--- config.mk ---
export PLATFORM = sky130hd
export DESIGN_NAME = adc_word_packer
export DESIGN_NICKNAME = d
export VERILOG_FILES = /design/src/rtl/adc_pack_pkg.sv /design/src/rtl/adc_slot_field.sv /design/src/rtl/adc_word_fifo.sv /design/src/rtl/adc_seq_ctrl.sv /design/src/rtl/adc_word_asm.sv /design/src/rtl/adc_word_packer.sv
export SDC_FILE = /design/constraint.sdc
export NUM_CORES = 1
export LEC_CHECK = 0
export BUFFER_PORTS_ARGS = -buffer_cell sky130_fd_sc_hd__clkbuf_2
export CAP_MARGIN = 30
export CORE_MARGIN = 2
export CORE_UTILIZATION = 61
export DETAILED_ROUTE_END_ITERATION = 7
export PLACE_DENSITY = 0.79
export SYNTH_ARGS = -nofsm -noshare
export SYNTH_HDL_FRONTEND = slang
export SYNTH_HIERARCHICAL = 1
export SYNTH_SLANG_ARGS = --single-unit
--- constraint.sdc ---
create_clock -name clk -period 7.5 [get_ports clk]
set_input_delay 0.375 -clock clk [delete_from_list [all_inputs] [get_ports clk]]
set_output_delay 0.375 -clock clk [all_outputs]
set_load 0.03 [all_outputs]
--- src/rtl/adc_pack_pkg.sv ---
package adc_pack_pkg;
  localparam int WORD_W = 32;
  localparam int RAW_W  = 12;
  localparam int CH_W   = 3;

  typedef enum logic [1:0] {
    PM_8   = 2'd0,
    PM_10  = 2'd1,
    PM_12  = 2'd2,
    PM_12B = 2'd3
  } prec_e;

  typedef enum logic [1:0] {
    SQ_IDLE  = 2'd0,
    SQ_ARMED = 2'd1,
    SQ_CAPT  = 2'd2
  } seq_e;
endpackage

--- src/rtl/adc_slot_field.sv ---
module adc_slot_field
  import adc_pack_pkg::*;
(
  input  prec_e                    mode,
  input  logic [1:0]               slot,
  input  logic [RAW_W-1:0]         data,
  input  logic [CH_W-1:0]          chan,
  output logic [WORD_W-1:0]        field
);
  localparam int HALF_W = WORD_W / 2;
  localparam int LANES  = WORD_W / 8;

  logic [HALF_W-1:0] half;
  logic [LANES-1:0][7:0] lane;

  // 8-bit mode: one byte lane per slot, top sample bits only
  for (genvar g = 0; g < LANES; g++) begin : g_lane
    assign lane[g] = (slot == 2'(g)) ? data[RAW_W-1 -: 8] : 8'h00;
  end

  always_comb begin
    unique case (mode)
      PM_10:   half = {chan, 3'b000, data[RAW_W-1 -: 10]};
      default: half = {chan, 1'b0, data};
    endcase
    if (mode == PM_8) field = lane;
    else if (slot[0]) field = {half, {HALF_W{1'b0}}};
    else              field = {{HALF_W{1'b0}}, half};
  end
endmodule

--- src/rtl/adc_word_fifo.sv ---
module adc_word_fifo #(
  parameter int W     = 32,
  parameter int DEPTH = 8
) (
  input  logic         clk,
  input  logic         rst,
  input  logic         wr_en,
  input  logic [W-1:0] wr_data,
  input  logic         rd_en,
  output logic [W-1:0] rd_data,
  output logic         full,
  output logic         empty
);
  localparam int AW = (DEPTH > 1) ? $clog2(DEPTH) : 1;
  localparam int CW = AW + 1;

  logic [W-1:0]  mem [DEPTH];
  logic [AW-1:0] wptr, rptr;
  logic [CW-1:0] cnt;
  logic          do_wr, do_rd;

  assign full  = (cnt == CW'(DEPTH));
  assign empty = (cnt == '0);
  assign do_wr = wr_en && !full;
  assign do_rd = rd_en && !empty;

  // Storage without reset so a block RAM can be inferred
  always_ff @(posedge clk) begin
    if (do_wr) mem[wptr] <= wr_data;
    if (do_rd) rd_data <= mem[rptr];
  end

  always_ff @(posedge clk) begin
    if (rst) begin
      wptr <= '0;
      rptr <= '0;
      cnt  <= '0;
    end else begin
      if (do_wr) wptr <= (wptr == AW'(DEPTH-1)) ? '0 : wptr + 1'b1;
      if (do_rd) rptr <= (rptr == AW'(DEPTH-1)) ? '0 : rptr + 1'b1;
      cnt <= cnt + CW'(do_wr) - CW'(do_rd);
    end
  end
endmodule

--- src/rtl/adc_seq_ctrl.sv ---
module adc_seq_ctrl
  import adc_pack_pkg::*;
#(
  parameter int LEN_W = 8
) (
  input  logic             clk,
  input  logic             rst,
  input  logic             dma_run,
  input  logic             trig,
  input  logic [1:0]       mode_in,
  input  logic [LEN_W-1:0] seq_len,
  input  logic             smp_valid,
  input  logic             fifo_full,
  output prec_e            mode_q,
  output logic             start,
  output logic             accept,
  output logic             final_smp,
  output logic             end_q,
  output logic             ovf_q
);
  seq_e             st;
  logic [LEN_W-1:0] cnt, len_q;
  logic             take, drop;

  assign start     = (st == SQ_ARMED) && trig;
  assign take      = (st == SQ_CAPT) && smp_valid;
  assign accept    = take && !fifo_full;
  assign drop      = take && fifo_full;
  assign final_smp = take && (cnt == len_q - LEN_W'(1));

  always_ff @(posedge clk) begin
    if (rst) begin
      st     <= SQ_IDLE;
      cnt    <= '0;
      len_q  <= LEN_W'(1);
      mode_q <= PM_8;
      end_q  <= 1'b0;
      ovf_q  <= 1'b0;
    end else begin
      end_q <= 1'b0;
      ovf_q <= (st == SQ_IDLE) ? 1'b0 : (ovf_q | drop);
      unique case (st)
        SQ_IDLE:  if (dma_run) st <= SQ_ARMED;
        SQ_ARMED: if (trig) begin
          st     <= SQ_CAPT;
          cnt    <= '0;
          len_q  <= (seq_len == '0) ? LEN_W'(1) : seq_len;
          mode_q <= prec_e'(mode_in);
        end
        SQ_CAPT: if (take) begin
          cnt <= cnt + 1'b1;
          if (final_smp) begin
            st    <= SQ_IDLE;
            end_q <= 1'b1;
          end
        end
        default: st <= SQ_IDLE;
      endcase
    end
  end
endmodule

--- src/rtl/adc_word_asm.sv ---
module adc_word_asm
  import adc_pack_pkg::*;
(
  input  logic              clk,
  input  logic              rst,
  input  prec_e             mode,
  input  logic              start,
  input  logic              accept,
  input  logic              final_smp,
  input  logic [RAW_W-1:0]  data,
  input  logic [CH_W-1:0]   chan,
  output logic              push,
  output logic [WORD_W-1:0] push_word
);
  logic [WORD_W-1:0] acc, field;
  logic [1:0]        slot, last_slot;
  logic              closes;

  adc_slot_field u_field (
    .mode  (mode),
    .slot  (slot),
    .data  (data),
    .chan  (chan),
    .field (field)
  );

  assign last_slot = (mode == PM_8) ? 2'd3 : 2'd1;
  assign closes    = (slot == last_slot) || final_smp;
  assign push      = accept && closes;
  assign push_word = acc | field;

  always_ff @(posedge clk) begin
    if (rst || start) begin
      acc  <= '0;
      slot <= '0;
    end else if (accept) begin
      if (closes) begin
        acc  <= '0;
        slot <= '0;
      end else begin
        acc  <= push_word;
        slot <= slot + 1'b1;
      end
    end
  end
endmodule

--- src/rtl/adc_word_packer.sv ---
module adc_word_packer
  import adc_pack_pkg::*;
#(
  parameter int DEPTH = 8,
  parameter int LEN_W = 8
) (
  input  logic             clk,
  input  logic             rst,
  input  logic             dma_run,
  input  logic             trig,
  input  logic [1:0]       mode,
  input  logic [LEN_W-1:0] seq_len,
  input  logic             smp_valid,
  input  logic [11:0]      smp_data,
  input  logic [2:0]       smp_chan,
  input  logic             rd_en,
  output logic [31:0]      rd_data,
  output logic             dma_req,
  output logic             dma_end,
  output logic             overflow
);
  prec_e             mode_q;
  logic              start, accept, final_smp;
  logic              push, fifo_full, fifo_empty;
  logic [WORD_W-1:0] push_word;

  adc_seq_ctrl #(.LEN_W(LEN_W)) u_ctrl (
    .clk       (clk),
    .rst       (rst),
    .dma_run   (dma_run),
    .trig      (trig),
    .mode_in   (mode),
    .seq_len   (seq_len),
    .smp_valid (smp_valid),
    .fifo_full (fifo_full),
    .mode_q    (mode_q),
    .start     (start),
    .accept    (accept),
    .final_smp (final_smp),
    .end_q     (dma_end),
    .ovf_q     (overflow)
  );

  adc_word_asm u_asm (
    .clk       (clk),
    .rst       (rst),
    .mode      (mode_q),
    .start     (start),
    .accept    (accept),
    .final_smp (final_smp),
    .data      (smp_data),
    .chan      (smp_chan),
    .push      (push),
    .push_word (push_word)
  );

  adc_word_fifo #(.W(WORD_W), .DEPTH(DEPTH)) u_fifo (
    .clk     (clk),
    .rst     (rst),
    .wr_en   (push),
    .wr_data (push_word),
    .rd_en   (rd_en),
    .rd_data (rd_data),
    .full    (fifo_full),
    .empty   (fifo_empty)
  );

  assign dma_req = !fifo_empty;
endmodule

==> impl_metrics.toml, run 1 <==
[clock_tree]
post_cts_resized = 0
clock-root-buffer = "clkbuf_16"
post_cts_buffers = 0
holdBufCountCts = 0
cts_tree = "yes"
clk_latency_ps = 520
clkSlewWorstSetupHoldPaths_ps = 60
cts_made_buffers = 36
htreeDepth = 2
cts_buffer_depth = 3
clock-sinks = 354

[final_layout]
finalNetCount = 974
drive_above_1_share = 0.328
n_antenna_cell = 0
area_growth_pct = 12.6

[pwr]
ir_drop_uv = 190
p_leak_nw = 5.61
fin_total_pwr_mw = 4.74
p_per_area_nw_per_um2 = 291

[logic_synthesis]
netlist.area_leader.share = 0.597
synth_fp_nets = 902
yosysWarnings = 6
yosysSeqAreaShare = 0.688
synth_area_leaders = "edfxtp_1 60%, mux4_2 9.9%, dfxtp_1 9.1%, mux2_2 2.5%, a21oi_1 2.1%"
synth.most_common_cell = "edfxtp_1"
synth_area_per_cell_um2 = 16.9
syn_inst = 858
synth_common_cells = "288 x edfxtp_1, 66 x dfxtp_1, 64 x mux4_2, 61 x a21oi_1, 33 x or2_2"
async_flop_share = 0
ys_ff_latch = 354
syn-cell-area_um2 = 14500
yosysTopAreaCell = "edfxtp_1"
synth_top_flop_cell = "edfxtp_1"
ys_types = 61
synth-edff-count = 288

[critical_path]
rr_endpoint = "u_fifo/mem[3][10]"
critPathMaxFanout = 17
rr_worst_depth = 11
start_kind = "register"
worstPathArrival_ps = 4240
worstReg2RegStart = "u_ctrl/len_q[0]"
worstSetupPathType = "reg2reg"
cp-end-kind = "register"
crit_required_ps = 7710
ff2ff_setup_slack_ps = 3470

[hold_path]
hold_class = "in2reg"
min_path_cells = 3
hold_end = "u_ctrl/mode_q[0]"
hold_start = "mode[0]"

[route]
wl_um = 29900
dr.first_iter.drc_count = 635
first_pass_iters = 5
routed_via_density = 6.13
antenna_left = 0
drc = 0
avgRoutedWirePerCell_um = 23.4
vias = 7816

[outcome]
status = "complete, no violations"

[job]
maxCapViolCount = 0

[global_route]
grt_max_degree = 64
grt_antenna_before_repair = 0
grt_pass1_wl_um = 45700
overflow = 0
grt.total_usage = 0.249
grt_pass1_vias = 7660

[die]
rows = 56
start_util = 0.619
core_um2 = 23400
die_w_um = 158
die-area_um2 = 25000
dieHeight_um = 158
ios = 66

[timing]
slew-limit-headroom = 0.316
hold_violations = 0
worstMarginPinSlew_ps = 1020
min_period_over_period = 0.537
finalSetupViolCount = 0
skew_ps = 13.6
setup_tns_ps = 0
fmax_mhz = 248
final_max_slew_viol_count = 0
fin_crit_ps = 4030
grt_setup_unrepaired = "false"

[placed_design]
numPortBuffers = 65
gp_congestion = 0.827
hpwl_um = 17300
[per-stage QoR]
stage / hold slack (ps) / util / setup WS (ps) / instances / area [um2]
floorplan: 429 / - / 1610 / 858 / 14500
global placement: 439 / 0.644 / 3420 / 1207 / 15100
detailed placement: 443 / 0.648 / 3470 / 1211 / 15200
CTS: 83.9 / 0.697 / 3460 / 1276 / 16300
global route: 103 / 0.697 / 3240 / 1276 / 16300
finish: 95.4 / 0.697 / 3470 / 1276 / 16300
[flip-flops by register name, indices dropped and copies added, names as in the netlist, 3 cells and up]
| signal | flops |
|---|---|
| u_fifo/rd_data | 32 |
| u_ctrl/cnt | 8 |
| u_fifo/mem | 256 |
| u_asm/acc | 32 |
| u_fifo/rptr | 3 |
| u_fifo/wptr | 3 |
| u_ctrl/len_q | 8 |
| u_fifo/cnt | 4 |
[critical path: stages, from the launching register on]
cell and delay [ps]:
dfxtp_1 400, inv_1 70, ha_1 310, xor2_1 150
nand3_1 100, or4_4 530, nor4_1 650, nand2_1 110
nand2_1 180, nand3_1 330, nor2_4 630, buf_16 250
[cells in the final DEF, fill, tap and decap left out, types with 4 or more instances in the layout]
master and n:
nor4_1 4, and3b_1 11, a21oi_1 61, xnor2_1 8, a221o_1 20, nand2b_1 4
and3_1 11, nor2_2 20, inv_1 14, nand4bb_1 5, clkinv_2 4, o21ai_0 11
clkbuf_16 36, nand2_1 29, buf_4 9, nor3_1 7, nor3_2 4, edfxtp_1 288
dfxtp_1 63, clkbuf_1 6, nor2_1 20, mux2_2 32, ha_1 12, clkbuf_2 65
xor2_1 11, mux4_2 64, nand3_1 10, or2_2 33, bufinv_16 4, nor3b_1 4
nor2_4 14, clkinv_1 10, nor2b_1 5
[kinds of logic after synthesis]
family | count (synthesis) | share of synthesized area
muxes | 98 | 0.126
adders and majority gates | 13 | 0.0117
and+or+nand+nor | 208 | 0.0911
xor gates and xnor gates | 19 | 0.0115
AOI/OAI and AO/OA | 106 | 0.0484
buffers and inverters | 60 | 0.0236
DFF | 354 | 0.688
[routing by layer]
metal,GRT usage,wire length [um]
met3,0.0405,1900
met5,0,0
met2,0.404,14800
met4,0.0631,645
met1,0.360,12500
[power by group]
group / switching [mW] / internal (mW) / leakage (nW)
Sequential: 0.0593 / 2.22 / 3.25
Combinational: 0.409 / 0.317 / 1.81
Clock: 0.717 / 1.02 / 0.554
Total: 1.19 / 3.56 / 5.61
[final cells by class]
type                            count  area, um2
Clock buffer                       42        923
Clock inverter                     23        226
Fill cell                        1528       7080
Inverter                           16       60.1
Multi-Input combinational cell    444       4240
Sequential cell                   354       9980
Tap cell                          319        399
Timing Repair Buffer               78        495
[how the worst max path moves through the flow]
| stage | from | end | slack [ps] | depth (start not counted) |
|---|---|---|---|---|
| 3_5_place_dp | u_ctrl/len_q[0] | u_fifo/mem[3][9] | 3470 | 11 |
| 5_1_grt | u_ctrl/len_q[0] | u_fifo/cnt[2] | 3240 | 16 |
| 2_1_floorplan | u_ctrl/len_q[0] | u_fifo/mem[0][0] | 1610 | 10 |
| 3_3_place_gp | u_ctrl/len_q[0] | u_fifo/mem[3][9] | 3420 | 10 |
| 4_1_cts | u_ctrl/len_q[0] | u_fifo/mem[3][10] | 3460 | 11 |
| 6_report | u_ctrl/len_q[0] | u_fifo/mem[3][10] | 3470 | 11 |
(Power assumes the default switching activity.)
==> run 2: changes to the inputs <==
==> constraint.sdc (replaced) <==
create_clock -name clk -period 4.15 [get_ports clk]
set_input_delay 0.2075 -clock clk [delete_from_list [all_inputs] [get_ports clk]]
set_output_delay 0.2075 -clock clk [all_outputs]
set_load 0.03 [all_outputs]
==> impl_metrics.toml, run 2 (synthesis gave the netlist of run 1 again) <==
[pwr]
p_per_area_nw_per_um2 = 523
p_int_mw = 6.54
sequentialPowerShare = 0.472
p_leak_nw = 5.72
fin_total_pwr_mw = 8.68
p_sw_frac = 0.246
p_clk_frac = 0.373
switchingPower_mw = 2.14
p_comb_frac = 0.155
ir_drop_uv = 323

[global_route]
overflow = 0
grt_antenna_before_repair = 0
grt_max_degree = 45
grt.total_usage = 0.242
grt_pass1_wl_um = 44900
grt_pass1_vias = 8028

[final_layout]
top_regs = "u_fifo/mem x256, u_asm/acc x32, u_fifo/rd_data x32"
n_antenna_cell = 0
fillers = 1483
final_core_util = 0.709
largest_register = "u_fifo/mem"
largest_reg_flops = 256
layout_common_cells = "288 x edfxtp_1, 65 x clkbuf_2, 64 x mux4_2"
area_growth_pct = 14.4
final_common_cell = "edfxtp_1"
finalNetCount = 993
design_area_um2 = 16600
drive_above_1_share = 0.336
stdcell_count = 1294

[hold_path]
min_path_cells = 3
hold_class = "in2reg"

[timing]
fin_ws_ps = 426
holdWs_ps = 33.2
grt_setup_unrepaired = "false"
fin_crit_ps = 3720
min_period_over_period = 0.897
worstMarginPinSlew_ps = 800
finalSetupViolCount = 0
fmax_mhz = 269
final_max_slew_viol_count = 0
skew_ps = 12.1
slew-limit-headroom = 0.467
hold_violations = 0
setup_tns_ps = 0

[critical_path]
crit_required_ps = 4520
worstPathArrival_ps = 4100
critPathMaxFanout = 5
rr_worst_depth = 17
ff2ff_setup_slack_ps = 430
start_kind = "register"
worstSetupPathType = "reg2reg"
cp-end-kind = "register"

[placed_design]
place_inst = 1218
hpwl_um = 17400
pre_cts_ws_ps = 422
dpl_cell_area_um2 = 15300
numPortBuffers = 65
gp_congestion = 0.822

[job]
maxCapViolCount = 0

[clock_tree]
clock-sinks = 354
clkSlewWorstSetupHoldPaths_ps = 60
post_cts_resized = 0
clock-root-buffer = "clkbuf_16"
htreeDepth = 2
cts_buffer_depth = 3
post_cts_buffers = 0
cts_tree = "yes"
cts_made_buffers = 36
clk_latency_ps = 510

[die]
rows = 56
die_w_um = 158
die-area_um2 = 25000
start_util = 0.619
dieHeight_um = 158
ios = 66
core_um2 = 23400

[route]
dr.first_iter.drc_count = 636
vias = 7998
avgRoutedWirePerCell_um = 22.6
first_pass_iters = 5
routed_via_density = 6.18
drc = 0
wl_um = 29300
antenna_left = 0

[outcome]
status = "complete, no violations"
run 2: changes by cell type in the layout (fill, tap and decap cells not counted), sizes merged:
cell and delta:
dlygate4sd3 +12, clkinv -11, clkbuf +9, buf +7
bufinv -1, clkinvlp +1, inv +1
run 2: per-layer routing:
layer | up-vias | share of wire | track usage
li1 | 3549 | - | -
met1 | 4059 | 0.40 | 0.323
met2 | 318 | 0.51 | 0.406
met3 | 72 | 0.067 | 0.0441
met4 | 0 | 0.030 | 0.0811
met5 | - | 0 | 0
run 2: critical path, cell delays in order (launching register included):
cell	delay [ps]
dfxtp_1	410
inv_1	70
ha_1	310
xor2_1	140
nand3_1	90
or4_4	520
nor4_1	280
buf_4	180
nand2_1	50
nand2_1	150
nand2_1	200
ha_1	350
inv_1	60
ha_1	150
inv_1	60
fa_1	390
xor2_1	140
nor2_1	50
run 2: path summary, 6_finish.rpt:
kind	end	startpoint
setup reg to reg	u_fifo/cnt[2]	u_ctrl/len_q[0]
hold / removal	u_ctrl/cnt[1]	smp_valid
setup / recovery	u_fifo/cnt[2]	u_ctrl/len_q[0]
hold reg to reg	u_asm/acc[5]	u_asm/acc[5]
run 2: cell type report:
cell class	count	area (um2)	share of cell area
flip-flops and latches	354	9980	0.602
multi-input cells	444	4260	0.257
clock buffers	51	1050	0.0632
repair buffers	97	686	0.0414
well taps	319	399	0.0241
clock inverters	13	155	0.00936
inverters	16	60.1	0.00362
run 2: power by group through the flow:
stage          logic [mW]  clock network [mW]  registers, mW
2_1_floorplan       0.874                   0           4.31
3_3_place_gp         1.21                   0           4.25
3_5_place_dp         1.35                   0           4.17
4_1_cts              1.36                3.28           4.10
5_1_grt              1.46                3.42           4.11
6_report             1.35                3.24           4.10
run 2: timing repair:
item / 4_1_cts / 5_1_grt
hold buffers: 12 / 0
setup endpoints to repair: 0 / 0
hold endpoints to repair: 13 / 0
